$ cat src/rtl/serial_audio_rx_pkg.sv
package serial_audio_rx_pkg;

  typedef enum logic [1:0] {
    JUST_LEFT  = 2'b00,
    JUST_I2S   = 2'b01,
    JUST_RIGHT = 2'b10,
    JUST_RSVD  = 2'b11
  } justify_e;

  typedef struct packed {
    logic shiftEn;
    logic startHalf;
    logic closeLeft;
    logic closeRight;
    logic publish;
  } rxStrobe_t;

endpackage

$ cat src/rtl/serial_audio_rx_ctrl.sv
module serial_audio_rx_ctrl
  import serial_audio_rx_pkg::*;
#(
  parameter int WORD_MAX      = 24,
  parameter int WORD_SHORT    = 16,
  parameter int MAX_HALF_BITS = 32,
  parameter int CNT_W         = $clog2(MAX_HALF_BITS) + 2
) (
  input  logic             clk,
  input  logic             rstN,
  input  logic             bckIn,
  input  logic             lrckIn,
  input  logic             dataIn,
  input  logic [2:0]       fmtSel,
  output rxStrobe_t        strb,
  output logic [CNT_W-1:0] bitCnt,
  output logic             dataBit,
  output logic             sampleValid,
  output logic             fmtErr
);

  localparam logic [CNT_W-1:0] CNT_MAX  = '1;
  localparam logic [CNT_W-1:0] LEN_LONG = CNT_W'(WORD_MAX);
  localparam logic [CNT_W-1:0] LEN_SHRT = CNT_W'(WORD_SHORT);

  logic [1:0] bckSync, lrSync, datSync;
  logic       bckPrev, lrDly, effPrev, armed, leftHeld;
  logic       bitEn, effClk, edgeSeen, closingLeft, isI2s, isRight;
  logic [CNT_W-1:0] wordLen, needLen;
  justify_e   mode;

  assign mode    = justify_e'(fmtSel[1:0]);
  assign isI2s   = (mode == JUST_I2S);
  assign isRight = (mode == JUST_RIGHT);
  assign wordLen = fmtSel[2] ? LEN_SHRT : LEN_LONG;
  assign needLen = isI2s ? LEN_LONG : wordLen;

  assign bitEn    = bckSync[1] & ~bckPrev;
  assign dataBit  = datSync[1];
  // I2S framing is handled by delaying the word clock one bit, which makes it left-justified.
  assign effClk   = isI2s ? lrDly : lrSync[1];
  assign edgeSeen = bitEn && (effClk != effPrev);
  assign closingLeft = (effPrev == !isI2s);

  always_comb begin
    strb            = '0;
    strb.startHalf  = edgeSeen;
    strb.shiftEn    = bitEn && (edgeSeen || isRight || (bitCnt < wordLen));
    strb.closeLeft  = edgeSeen && armed && closingLeft;
    strb.closeRight = edgeSeen && armed && !closingLeft;
    strb.publish    = strb.closeRight && leftHeld;
  end

  always_ff @(posedge clk) begin
    if (!rstN) begin
      bckSync <= '0; lrSync <= '0; datSync <= '0;
      bckPrev <= 1'b0; lrDly <= 1'b0; effPrev <= 1'b0;
      armed <= 1'b0; leftHeld <= 1'b0; bitCnt <= '0;
      sampleValid <= 1'b0; fmtErr <= 1'b0;
    end else begin
      bckSync <= {bckSync[0], bckIn};
      lrSync  <= {lrSync[0], lrckIn};
      datSync <= {datSync[0], dataIn};
      bckPrev <= bckSync[1];
      sampleValid <= strb.publish;
      if (bitEn) begin
        lrDly   <= lrSync[1];
        effPrev <= effClk;
        if (edgeSeen) begin
          armed  <= 1'b1;
          bitCnt <= CNT_W'(1);
        end else if (bitCnt != CNT_MAX) begin
          bitCnt <= bitCnt + 1'b1;
        end
      end
      if (strb.closeLeft) leftHeld <= 1'b1;
      else if (strb.closeRight) leftHeld <= 1'b0;
      if (strb.closeLeft || strb.closeRight) fmtErr <= (bitCnt < needLen);
    end
  end

  assert_valid_single_R9: assert property (@(posedge clk) disable iff (!rstN)
    sampleValid |=> !sampleValid);

  assert_err_on_close_R8: assert property (@(posedge clk) disable iff (!rstN)
    !$stable(fmtErr) |-> $past(strb.closeLeft || strb.closeRight));

  // Input assumption: the word clock is steady in the synchronized domain at each bit-clock rise.
  assert_lr_setup_R3: assert property (@(posedge clk) disable iff (!rstN)
    bitEn |-> (lrSync[1] == $past(lrSync[1])));

endmodule

$ cat src/rtl/serial_audio_rx_dp.sv
module serial_audio_rx_dp
  import serial_audio_rx_pkg::*;
#(
  parameter int WORD_MAX   = 24,
  parameter int WORD_SHORT = 16,
  parameter int CNT_W      = 7
) (
  input  logic                clk,
  input  logic                rstN,
  input  rxStrobe_t           strb,
  input  logic [CNT_W-1:0]    bitCnt,
  input  logic                dataBit,
  input  logic                wordShort,
  output logic [WORD_MAX-1:0] leftSample,
  output logic [WORD_MAX-1:0] rightSample
);

  localparam int EXT_W = WORD_MAX - WORD_SHORT;

  logic [WORD_MAX-1:0] shReg, pendLeft, aligned, closeWord;
  logic [CNT_W-1:0]    wordLen, got, pad;

  assign wordLen = wordShort ? CNT_W'(WORD_SHORT) : CNT_W'(WORD_MAX);
  assign got     = (bitCnt < wordLen) ? bitCnt : wordLen;
  assign pad     = wordLen - got;
  assign aligned = shReg << pad;

  always_comb begin
    if (wordShort)
      closeWord = {{EXT_W{aligned[WORD_SHORT-1]}}, aligned[WORD_SHORT-1:0]};
    else
      closeWord = aligned;
  end

  always_ff @(posedge clk) begin
    if (!rstN) begin
      shReg <= '0; pendLeft <= '0; leftSample <= '0; rightSample <= '0;
    end else begin
      if (strb.shiftEn) begin
        if (strb.startHalf) shReg <= WORD_MAX'(dataBit);
        else                shReg <= {shReg[WORD_MAX-2:0], dataBit};
      end
      if (strb.closeLeft) pendLeft <= closeWord;
      if (strb.publish) begin
        leftSample  <= pendLeft;
        rightSample <= closeWord;
      end
    end
  end

  assert_sign_ext_R6: assert property (@(posedge clk) disable iff (!rstN)
    $past(strb.publish && wordShort) |->
      (rightSample[WORD_MAX-1:WORD_SHORT] == {EXT_W{rightSample[WORD_SHORT-1]}}));

endmodule

$ cat src/rtl/serial_audio_rx.sv
module serial_audio_rx
  import serial_audio_rx_pkg::*;
#(
  parameter int WORD_MAX      = 24,
  parameter int WORD_SHORT    = 16,
  parameter int MAX_HALF_BITS = 32
) (
  input  logic                clk,
  input  logic                rstN,
  input  logic                bckIn,
  input  logic                lrckIn,
  input  logic                dataIn,
  input  logic [2:0]          fmtSel,
  output logic [WORD_MAX-1:0] leftSample,
  output logic [WORD_MAX-1:0] rightSample,
  output logic                sampleValid,
  output logic                fmtErr
);

  localparam int CNT_W = $clog2(MAX_HALF_BITS) + 2;

  rxStrobe_t        strb;
  logic [CNT_W-1:0] bitCnt;
  logic             dataBit;

  serial_audio_rx_ctrl #(
    .WORD_MAX(WORD_MAX), .WORD_SHORT(WORD_SHORT),
    .MAX_HALF_BITS(MAX_HALF_BITS), .CNT_W(CNT_W)
  ) uCtrl (
    .clk(clk), .rstN(rstN), .bckIn(bckIn), .lrckIn(lrckIn), .dataIn(dataIn),
    .fmtSel(fmtSel), .strb(strb), .bitCnt(bitCnt), .dataBit(dataBit),
    .sampleValid(sampleValid), .fmtErr(fmtErr)
  );

  serial_audio_rx_dp #(
    .WORD_MAX(WORD_MAX), .WORD_SHORT(WORD_SHORT), .CNT_W(CNT_W)
  ) uDp (
    .clk(clk), .rstN(rstN), .strb(strb), .bitCnt(bitCnt), .dataBit(dataBit),
    .wordShort(fmtSel[2]), .leftSample(leftSample), .rightSample(rightSample)
  );

  assert_hold_R9: assert property (@(posedge clk) disable iff (!rstN)
    !sampleValid |-> ($stable(leftSample) && $stable(rightSample)));

endmodule

$ cat config.mk
export PLATFORM = sky130hd
export DESIGN_NAME = serial_audio_rx
export DESIGN_NICKNAME = d
export VERILOG_FILES = /design/src/rtl/serial_audio_rx_pkg.sv /design/src/rtl/serial_audio_rx_ctrl.sv /design/src/rtl/serial_audio_rx_dp.sv /design/src/rtl/serial_audio_rx.sv
export SDC_FILE = /design/constraint.sdc
export NUM_CORES = 1
export LEC_CHECK = 0
export BUFFER_PORTS_ARGS = -buffer_cell sky130_fd_sc_hd__buf_2
export CORE_MARGIN = 5
export CORE_UTILIZATION = 50
export DETAILED_ROUTE_END_ITERATION = 10
export GPL_TIMING_DRIVEN = 0
export PLACE_DENSITY = 0.74
export SYNTH_ARGS = -nofsm -noshare
export SYNTH_HDL_FRONTEND = slang
export SYNTH_HIERARCHICAL = 1
export SYNTH_SLANG_ARGS = --single-unit
$ cat constraint.sdc
create_clock -name clk -period 6.6 [get_ports clk]
set_input_delay 0.66 -clock clk [delete_from_list [all_inputs] [get_ports clk]]
set_output_delay 0.66 -clock clk [all_outputs]
set_load 0.1 [all_outputs]
==> results.toml <==
[outcome]
outcome = "finished, final reports clean"

[finish]
fill_cells = 1060
area_growth_pct = 17.7
drive_gt1_frac = 0.178
finish.cell_count_without_fillers = 972
num_antenna_cells = 0
final_net_count = 802
post-route-util = 0.600
sequential_cell_area_sq_mm = 0.00232
multi_input_area_sq_mm = 0.00346

[yosys]
netlist_instances = 715
synthesis.nets = 726
synth_sequential_area_ratio = 0.377
ys_seq_elements = 116
yosys_warnings = 6
syn_avg_cell_area_sq_um = 8.61
synth-edff-count = 0
synth_area_sq_mm = 0.00615
ys_types = 74
synthArstFlopShare = 0
ys.flop_type = "sky130_fd_sc_hd__dfxtp_1"

[floorplanning]
fp.dieArea_sq_mm = 0.0146
design.core.area_sq_mm = 0.0121
floorplan.initialDensity = 0.510
row_count = 40
floorplan.die.height_um = 121
die_w_um = 121
design.portCount = 58

[clock_tree]
h-tree-depth = 4
cts_made_buffers = 17
clkLatencyLatePin_ns = 0.42
hold_buffers = 0
post_cts_resized = 0
clockRootBuffer = "sky130_fd_sc_hd__clkbuf_16"
clock_tree_from_tritoncts = "built"
number_of_setup_buffers_added_after_cts = 0
cts.sink_count = 116
clk_path_buf_depth = 2
clkSlewWorstSetupHoldPaths_ns = 0.06

[power]
power.ir.vdd_worst_mv = 0.124
finalPower_uw = 1730
power_leakage_uw = 0.00257
power.density_mw_per_mm2 = 239

[placement]
dp_cells = 940
dp_hpwl_um = 13100
placement.io_buffers = 57
placement.setup.worst_slack_ns = 2.08
gp_congestion = 0.943

[grt]
track_usage = 0.248
vias_in_the_first_global_route = 5468
grt_pass1_wl_um = 28800
grt_overflow = 0
antenna_violations_before_repair = 0
grt_start_max_net_pins = 17

[timing]
achievable_freq_mhz = 236
finalSetupTns_ns = 0
timing_max_transition_violations_final = 0
postLayoutSetupSlackWorst_ns = 2.36
final_min_period_over_clock_period = 0.643
rsz_0062_raised_after_global_routing = "false"
setup_violators_final = 0
timing.slew.headroom = 0.411
timing_hold_violations_final = 0
tightestPinTransition_ns = 0.874
final.setup_skew_ns = 0.00978
final.min_clock_period_ns = 4.24

[job]
cap_viol_max_count = 0

[route]
viasPerCell = 5.97
wire_per_inst_um = 18.2
count_of_unresolved_drc_violations_after_routing = 0
wl_um = 17700
drt_pre_antenna_iters = 6
route.vias.total = 5798
dr.first_iter.drc_count = 672
final_antenna_net_count = 0

[setup_path]
rr_worst_depth = 11
crit-reg2reg-capture = "uDp/pendLeft[21]"
timing.reg2reg.setup_slack_ns = 2.36
worst_ep_required_time_ns = 6.88
worst_setup_path_end_kind = "flip-flop"
worst-path-max-fanout = 10
timing.critical_path.from_type = "flip-flop"
regToRegStartpoint = "uCtrl/bitCnt[3]"
critPathArrivalTime_ns = 4.52
worst-setup-path-type = "flip-flop to flip-flop"

[worst_hold_path]
hold_end = "uCtrl/bckSync[1]"
timing.hold.worst.class = "flip-flop to flip-flop"
hold_path.startpoint = "uCtrl/bckSync[0]"
timing.hold.worst_path_depth = 1
-- where the power goes --
group          total, uW  internal, uW  switching [uW]
Combinational        108          34.6            73.0
Clock                914           568             346
Sequential           706           703            2.51
-- cell families after synthesis --
logic type,Yosys count,synth area share
compound gates,204,0.225
xor+xnor,1,0.00142
fa+ha+maj,3,0.00610
buf+inv,85,0.0606
flops,116,0.377
mux,50,0.110
simple gates,256,0.219
-- Yosys cell counts (3+ instances only) --
cell type / instances / area [sq um]
sky130_fd_sc_hd__a211oi_1: 5 / 37.5
sky130_fd_sc_hd__a21boi_0: 12 / 90.1
sky130_fd_sc_hd__a21boi_1: 5 / 37.5
sky130_fd_sc_hd__a21oi_1: 27 / 135
sky130_fd_sc_hd__a22oi_1: 9 / 67.6
sky130_fd_sc_hd__a31oi_1: 26 / 163
sky130_fd_sc_hd__and2_1: 40 / 250
sky130_fd_sc_hd__and3_1: 5 / 31.3
sky130_fd_sc_hd__buf_2: 10 / 50.1
sky130_fd_sc_hd__buf_6: 5 / 56.3
sky130_fd_sc_hd__clkbuf_1: 37 / 139
sky130_fd_sc_hd__dfxtp_1: 116 / 2320
sky130_fd_sc_hd__ha_1: 3 / 37.5
sky130_fd_sc_hd__inv_1: 27 / 101
sky130_fd_sc_hd__mux2i_1: 35 / 350
sky130_fd_sc_hd__mux4_2: 14 / 315
sky130_fd_sc_hd__nand2_1: 73 / 274
sky130_fd_sc_hd__nand2b_1: 3 / 18.8
sky130_fd_sc_hd__nand3_1: 47 / 235
sky130_fd_sc_hd__nand4_1: 5 / 31.3
sky130_fd_sc_hd__nor2_1: 15 / 56.3
sky130_fd_sc_hd__nor2b_1: 33 / 206
sky130_fd_sc_hd__nor3_1: 18 / 90.1
sky130_fd_sc_hd__o211ai_1: 4 / 30.0
sky130_fd_sc_hd__o21a_1: 4 / 30.0
sky130_fd_sc_hd__o21ai_0: 40 / 200
sky130_fd_sc_hd__o21ai_2: 3 / 26.3
sky130_fd_sc_hd__o22ai_1: 28 / 175
sky130_fd_sc_hd__o2bb2ai_1: 4 / 35.0
sky130_fd_sc_hd__o31ai_1: 7 / 52.6
-- worst max-delay path by stage --
stage                    start             endpoint  slack (ns)  depth (start not counted)
3_3_place_gp         fmtSel[2]  uDp/rightSample[21]        2.05                         12
6_report       uCtrl/bitCnt[3]     uDp/pendLeft[21]        2.36                         11
3_5_place_dp         fmtSel[2]     uDp/pendLeft[21]        2.08                         12
2_1_floorplan        fmtSel[2]     uDp/pendLeft[20]        3.08                         13
4_1_cts        uCtrl/bitCnt[3]     uDp/pendLeft[21]        2.45                         11
5_1_grt        uCtrl/bitCnt[3]  uDp/rightSample[17]        2.11                         13
-- layout make-up --
cell class | count | share of cell area
tap | 168 | 0.0290
sequential | 116 | 0.321
timing repair buffer | 57 | 0.0394
clock inverter | 14 | 0.0213
inverter | 30 | 0.0155
clock buffer | 18 | 0.0606
buffer | 55 | 0.0359
multi-input combinational | 514 | 0.478
-- cells in the final DEF (no fill, tap or decap), drive strengths merged, types with 3 or more instances in the layout --
cell and instances:
a21oi 30, nor3 18, o21ai 45, nor3b 3, o311ai 3, inv 30, nand2 74, o211ai 5
a21boi 17, nor2b 35, a22oi 9, nand2b 3, o2bb2ai 4, mux4 14, and3 5, a211oi 6
o21a 4, dfxtp 116, and2 41, or2 3, ha 3, clkbuf 55, o31ai 8, nand4 5
nor2 15, mux2i 35, buf 75, o22ai 28, nand3 47, a31oi 26, clkinv 10
-- critical path, cell delays in order, from the launching register on --
cell	delay, ns
sky130_fd_sc_hd__dfxtp_1	0.39
sky130_fd_sc_hd__o21ai_1	0.54
sky130_fd_sc_hd__nand2_1	0.36
sky130_fd_sc_hd__clkbuf_1	0.35
sky130_fd_sc_hd__ha_1	0.46
sky130_fd_sc_hd__buf_1	0.47
sky130_fd_sc_hd__clkbuf_1	0.46
sky130_fd_sc_hd__o21ai_0	0.14
sky130_fd_sc_hd__o21ai_0	0.23
sky130_fd_sc_hd__a31oi_1	0.16
sky130_fd_sc_hd__o22ai_1	0.40
sky130_fd_sc_hd__a31oi_1	0.13
-- per-stage QoR --
step / hold WS, ns / area [sq um]
final: 0.430 / 7240
after global routing: 0.433 / 7240
after CTS: 0.436 / 7240
after detailed placement: 0.423 / 6650
after global placement: 0.413 / 6650
after floorplan: 0.412 / 6150
-- sequential cells by signal (all words and copies together), names as in the netlist --
| signal | flops |
|---|---|
| uCtrl/bckSync | 2 |
| uCtrl/armed | 1 |
| uCtrl/leftHeld | 1 |
| uDp/pendLeft | 24 |
| uCtrl/effPrev | 1 |
| uDp/leftSample | 24 |
| uCtrl/bckPrev | 1 |
| uDp/shReg | 24 |
| uCtrl/datSync | 2 |
| uCtrl/lrSync | 2 |
| uCtrl/sampleValid | 1 |
| uCtrl/lrDly | 1 |
| uCtrl/bitCnt | 7 |
| uDp/rightSample | 24 |
| uCtrl/fmtErr | 1 |
-- layer usage --
layer / wire [um] / global-route usage
met3: 1120 / 0.0573
met5: 0 / 0
met4: 440 / 0.0878
met2: 8310 / 0.402
met1: 7830 / 0.324
Power figures use the tool's default switching activity.
